--- src/rtl/fmul_pkg.sv ---
package fmul_pkg;
  typedef enum logic [1:0] {
    KIND_UU  = 2'b00,
    KIND_SS  = 2'b01,
    KIND_SU  = 2'b10,
    KIND_UU2 = 2'b11
  } kind_e;

  function automatic logic sign_a(input kind_e k);
    return (k == KIND_SS) || (k == KIND_SU);
  endfunction

  function automatic logic sign_b(input kind_e k);
    return (k == KIND_SS);
  endfunction
endpackage

--- src/rtl/fmul_ext.sv ---
module fmul_ext #(
  parameter int W = 8
) (
  input  logic [W-1:0] d_i,
  input  logic         sgn_i,
  output logic [W:0]   x_o
);
  assign x_o = {sgn_i & d_i[W-1], d_i};
endmodule

--- src/rtl/fmul_stage.sv ---
module fmul_stage #(
  parameter int W = 8
) (
  input  logic         clk_i,
  input  logic         rst_ni,
  input  logic         accept_i,
  input  logic [W:0]   xa_i,
  input  logic [W:0]   xb_i,
  input  logic         frac_i,
  output logic [W:0]   xa_o,
  output logic [W:0]   xb_o,
  output logic         frac_o,
  output logic         vld_o
);
  always_ff @(posedge clk_i or negedge rst_ni) begin
    if (!rst_ni) begin
      xa_o   <= '0;
      xb_o   <= '0;
      frac_o <= 1'b0;
      vld_o  <= 1'b0;
    end else begin
      vld_o <= accept_i;
      if (accept_i) begin
        xa_o   <= xa_i;
        xb_o   <= xb_i;
        frac_o <= frac_i;
      end
    end
  end
endmodule

--- src/rtl/fmul_out.sv ---
module fmul_out #(
  parameter int W = 8
) (
  input  logic            clk_i,
  input  logic            rst_ni,
  input  logic            vld_i,
  input  logic [W:0]      xa_i,
  input  logic [W:0]      xb_i,
  input  logic            frac_i,
  output logic [2*W-1:0]  res_o,
  output logic            carry_o,
  output logic            zero_o,
  output logic            done_o
);
  localparam int PW = 2 * W;

  logic [PW-1:0] raw;
  logic [PW-1:0] res_d;

  // low PW bits of a signed product do not depend on the wider upper part
  assign raw   = PW'($signed(xa_i)) * PW'($signed(xb_i));
  assign res_d = frac_i ? {raw[PW-2:0], 1'b0} : raw;

  always_ff @(posedge clk_i or negedge rst_ni) begin
    if (!rst_ni) begin
      res_o   <= '0;
      carry_o <= 1'b0;
      zero_o  <= 1'b0;
      done_o  <= 1'b0;
    end else begin
      done_o <= vld_i;
      if (vld_i) begin
        res_o   <= res_d;
        carry_o <= raw[PW-1];
        zero_o  <= (res_d == '0);
      end
    end
  end


  done_pulse_chk: assert property (@(posedge clk_i) disable iff (!rst_ni)
    done_o |=> !done_o);

  hold_chk: assert property (@(posedge clk_i) disable iff (!rst_ni)
    !vld_i |=> ($stable(res_o) && $stable(carry_o) && $stable(zero_o)));

  zero_flag_chk: assert property (@(posedge clk_i) disable iff (!rst_ni)
    done_o |-> (zero_o == (res_o == '0)));

  frac_lsb_chk: assert property (@(posedge clk_i) disable iff (!rst_ni)
    (vld_i && frac_i) |=> (res_o[0] == 1'b0));
endmodule

--- src/rtl/frac_mul8.sv ---
module frac_mul8 #(
  parameter int W = 8
) (
  input  logic         clk_i,
  input  logic         rst_ni,
  input  logic         start_i,
  input  logic [2:0]   mode_i,
  input  logic [W-1:0] opa_i,
  input  logic [W-1:0] opb_i,
  output logic [W-1:0] prod_hi_o,
  output logic [W-1:0] prod_lo_o,
  output logic         carry_o,
  output logic         zero_o,
  output logic         done_o
);
  import fmul_pkg::*;

  localparam int PW = 2 * W;

  kind_e          kind;
  logic [W-1:0]   op_in  [2];
  logic [1:0]     sgn_in;
  logic [W:0]     x_ext  [2];
  logic [W:0]     xa_q, xb_q;
  logic           frac_q, vld_q;
  logic           busy, accept;
  logic [PW-1:0]  res;

  assign kind      = kind_e'(mode_i[1:0]);
  assign op_in[0]  = opa_i;
  assign op_in[1]  = opb_i;
  assign sgn_in[0] = sign_a(kind);
  assign sgn_in[1] = sign_b(kind);

  for (genvar i = 0; i < 2; i++) begin : g_ext
    fmul_ext #(.W(W)) u_ext (
      .d_i  (op_in[i]),
      .sgn_i(sgn_in[i]),
      .x_o  (x_ext[i])
    );
  end

  // in progress: the stage cycle and the done cycle
  assign busy   = vld_q | done_o;
  assign accept = start_i & ~busy;

  fmul_stage #(.W(W)) u_stage (
    .clk_i   (clk_i),
    .rst_ni  (rst_ni),
    .accept_i(accept),
    .xa_i    (x_ext[0]),
    .xb_i    (x_ext[1]),
    .frac_i  (mode_i[2]),
    .xa_o    (xa_q),
    .xb_o    (xb_q),
    .frac_o  (frac_q),
    .vld_o   (vld_q)
  );

  fmul_out #(.W(W)) u_out (
    .clk_i  (clk_i),
    .rst_ni (rst_ni),
    .vld_i  (vld_q),
    .xa_i   (xa_q),
    .xb_i   (xb_q),
    .frac_i (frac_q),
    .res_o  (res),
    .carry_o(carry_o),
    .zero_o (zero_o),
    .done_o (done_o)
  );

  assign prod_hi_o = res[PW-1:W];
  assign prod_lo_o = res[W-1:0];


  latency_chk: assert property (@(posedge clk_i) disable iff (!rst_ni)
    accept |=> ##1 done_o);

  ignore_busy_chk: assert property (@(posedge clk_i) disable iff (!rst_ni)
    (start_i && busy) |=> ##1 !done_o);

  no_restart_chk: assert property (@(posedge clk_i) disable iff (!rst_ni)
    vld_q |=> !vld_q);

  su_opb_unsigned_chk: assert property (@(posedge clk_i) disable iff (!rst_ni)
    (accept && kind == KIND_SU) |=> (xb_q[W] == 1'b0));
endmodule

--- config.mk ---
export PLATFORM = sky130hd
export DESIGN_NAME = frac_mul8
export DESIGN_NICKNAME = d
export VERILOG_FILES = /design/src/rtl/fmul_pkg.sv /design/src/rtl/fmul_ext.sv /design/src/rtl/fmul_stage.sv /design/src/rtl/fmul_out.sv /design/src/rtl/frac_mul8.sv
export SDC_FILE = /design/constraint.sdc
export NUM_CORES = 1
export LEC_CHECK = 0
export BUFFER_PORTS_ARGS = -buffer_cell sky130_fd_sc_hd__buf_2
export CORE_MARGIN = 5
export CORE_UTILIZATION = 57
export CTS_CLUSTER_SIZE = 24
export DETAILED_ROUTE_END_ITERATION = 16
export GPL_TIMING_DRIVEN = 0
export PLACE_DENSITY = 0.77
export SLEW_MARGIN = 5
export SYNTH_ARGS = -nofsm -noshare
export SYNTH_HDL_FRONTEND = slang
export SYNTH_SLANG_ARGS = --single-unit
export TNS_END_PERCENT = 20
--- constraint.sdc ---
create_clock -name clk_i -period 13.4 [get_ports clk_i]
set_clock_uncertainty 0.1 [all_clocks]
set_input_delay 2.01 -clock clk_i [delete_from_list [all_inputs] [get_ports clk_i]]
set_output_delay 2.01 -clock clk_i [all_outputs]
set_load 0.005 [all_outputs]
==> flow_summary.json <==
{
  "required_ns": 13.50,
  "max_freq_mhz": 172,
  "end_kind": "flop",
  "synth-compound-area-share_pct": 8.14,
  "antennaDiodeCount": 0,
  "synth_top_family_by_area": "adder cells",
  "finalWirelength_um": 9470,
  "io_pins": 41,
  "path_cells": "clkbuf_1 > nand2_1 > fa_1 > inv_1 > fa_1 > fa_1 > fa_1 > fa_1 > ha_1 > a21o_1 > a221oi_1 > nor4_1 > a2111oi_4 > nand4_1 > o32ai_2",
  "syn_area_per_cell_um2": 9.55,
  "rows": 32,
  "cp_data_arrival_time_ns": 5.91,
  "fin_util_pct": 64.8,
  "finalSetupViolations": 0,
  "insertion_delay_ns": 0.30,
  "status": "complete, no violations",
  "synth-simple-area-share_pct": 15.0,
  "slowest_stage": "fa_1",
  "cp-start-kind": "flop",
  "wl_per_cell_um": 15.0,
  "worst-path-max-fanout": 10,
  "vias_per_cell": 5.44,
  "slew-limit-headroom_pct": 39.5,
  "gp_congestion": 0.817,
  "postCtsSetupBuffers": 0,
  "port_buffers": 40,
  "cts_resized": 0,
  "die_h_um": 99.7,
  "cts_max_path_buffers": 2,
  "cts_tree": "built",
  "synth_edf_count": 0,
  "cts.htree.levels": 2,
  "multi_input_area_um2": 3200,
  "drive_above_1_share_pct": 15.3,
  "cpMostUsedCell": "fa_1",
  "min_period_ns": 5.81,
  "ys_ff_latch": 39,
  "synth_async_sr_flop_share_pct": 100,
  "grt_antenna_before_repair": 0,
  "nets": 646,
  "grt_pass1_vias": 3552,
  "hp-class": "flop to flop",
  "postCtsHoldBufs": 0,
  "fin_tns_setup_ns": 0,
  "synthMuxAreaShare_pct": 6.47,
  "fin_crit_sh_pct": 43.3,
  "fillers": 648,
  "synth_top_flop_cell": "dfrtp_1",
  "synth_adder_area_share_pct": 36.8,
  "final-seq-area_um2": 976,
  "area_growth_pct": 9.80,
  "path_clk_slew_ns": 0.09,
  "die_area_um2": 9930,
  "hold_violations": 0,
  "clkSinkCount": 39,
  "cts-root-buf": "clkbuf_8",
  "grt_overflow": 0,
  "grt_start_max_net_pins": 40,
  "die_w_um": 99.7,
  "synthXorXnorAreaFrac_pct": 3.44,
  "drt_iter0_markers": 183,
  "rsz0062_at_grt": "false",
  "crit_type": "flop to flop",
  "dr.pass1.iters": 4,
  "crit_path_max_incr_delay_ns": 0.59,
  "crit_buf_inv": 2,
  "start_util_pct": 59.0,
  "tightest_slew_ns": 0.907,
  "syn_area_um2": 4580,
  "ant_nets": 0,
  "drv_slew": 0,
  "track_usage_pct": 20.5,
  "drv_cap": 0,
  "crit_family": "adder cells",
  "drc": 0,
  "num_vias": 3427,
  "synth_fp_nets": 599,
  "hpwl_um": 7750,
  "yosysSeqAreaShare_pct": 21.3,
  "grt_pass1_wl_um": 16600,
  "post_synth_num_cell_types": 51,
  "synth_warnings": 0,
  "core_um2": 7770,
  "numCtsBuffers": 5,
  "postSynthCellCount": 480
}
## through the flow
step,cell area [um^2],std cells,setup slack (ns),hold slack (ns)
global route,5030,630,7.31,0.297
finish,5030,630,7.59,0.281
CTS,5030,630,7.62,0.283
floorplan,4580,480,8.28,0.252
detailed placement,4910,622,7.65,0.264
global placement,4910,622,7.79,0.252
## final cells by class
| class | count | share of cell area (%) |
|---|---|---|
| sequential | 39 | 19.4 |
| buffer | 28 | 2.34 |
| timing repair buffer | 40 | 3.98 |
| clock inverter | 2 | 0.771 |
| clock buffer | 6 | 1.64 |
| inverter | 76 | 5.67 |
| tap | 102 | 2.54 |
| multi-input combinational | 337 | 63.7 |
## final timing paths
kind,cells past startpoint,slack (ns),from,endpoint
min in group asynchronous,1,1.73,rst_ni,u_stage.xb_o[0]
worst max-delay path,15,7.59,u_stage.xb_o[0],u_out.zero_o
max in group asynchronous,1,10.90,rst_ni,u_stage.xb_o[8]
worst max register to register,15,7.59,u_stage.xb_o[0],u_out.zero_o
worst min register to register,0,0.28,u_stage.vld_o,u_out.done_o
worst min-delay path,0,0.28,u_stage.vld_o,u_out.done_o
## registers in the layout, indices dropped and copies added, names as in the netlist
name            flops
u_stage.xa_o        9
u_stage.frac_o      1
u_out.zero_o        1
u_out.res_o        16
u_stage.xb_o        9
u_out.carry_o       1
u_stage.vld_o       1
u_out.done_o        1
## placed cells by master (no fill, tap or decap), drive strengths merged, types with 2 or more instances in the layout
| cell type | instances |
|---|---|
| nand3 | 4 |
| nor2 | 30 |
| nor4 | 2 |
| xor2 | 4 |
| o21bai | 2 |
| nor3b | 2 |
| a221oi | 2 |
| inv | 77 |
| nor3 | 2 |
| o311ai | 2 |
| nand2 | 57 |
| a2111oi | 2 |
| mux2i | 6 |
| and2 | 30 |
| a21o | 4 |
| dfrtp | 39 |
| nand4 | 3 |
| a21oi | 19 |
| o21a | 3 |
| nor2b | 3 |
| or3 | 2 |
| nand2b | 3 |
| and3 | 2 |
| o21ai | 10 |
| clkbuf | 30 |
| nor4b | 2 |
| ha | 34 |
| xnor2 | 14 |
| a211oi | 2 |
| fa | 63 |
| mux2 | 21 |
| buf | 44 |
## layer usage
metal  routed length [um]  global-route usage (%)  part of all wire [%]
met5                    0                       0                     0
met4                  194                    5.99                   2.0
met3                  471                    2.10                   5.0
met2                 4920                    36.0                    52
met1                 3880                    26.8                    41
## cell families after synthesis
logic type,Yosys count
compound gates,52
xor+xnor,18
fa+ha+maj,97
buf+inv,104
flops,39
mux,27
simple gates,143
## synth_stat cells (2+ instances only)
cell | n | area, um^2
nor2b_1 | 3 | 18.8
o21a_1 | 3 | 22.5
nand2b_1 | 3 | 18.8
inv_1 | 75 | 282
nand2_1 | 57 | 214
o311ai_0 | 2 | 17.5
nand4_1 | 3 | 18.8
a21oi_1 | 18 | 90.1
nor4b_1 | 2 | 17.5
and3_1 | 2 | 12.5
mux2_2 | 21 | 236
clkbuf_1 | 24 | 90.1
fa_1 | 63 | 1260
ha_1 | 34 | 425
mux2i_1 | 6 | 60.1
nor2_1 | 30 | 113
nor3b_1 | 2 | 15.0
xor2_1 | 4 | 35.0
a221oi_1 | 2 | 17.5
a21o_1 | 3 | 22.5
dfrtp_1 | 39 | 976
o21ai_0 | 9 | 45.0
and2_1 | 30 | 188
xnor2_1 | 14 | 123
nor3_1 | 2 | 10.0
nand3_1 | 4 | 20.0
Power is not shown: default switching activity piles up to over one toggle a cycle in this logic, so the estimate is an artifact.
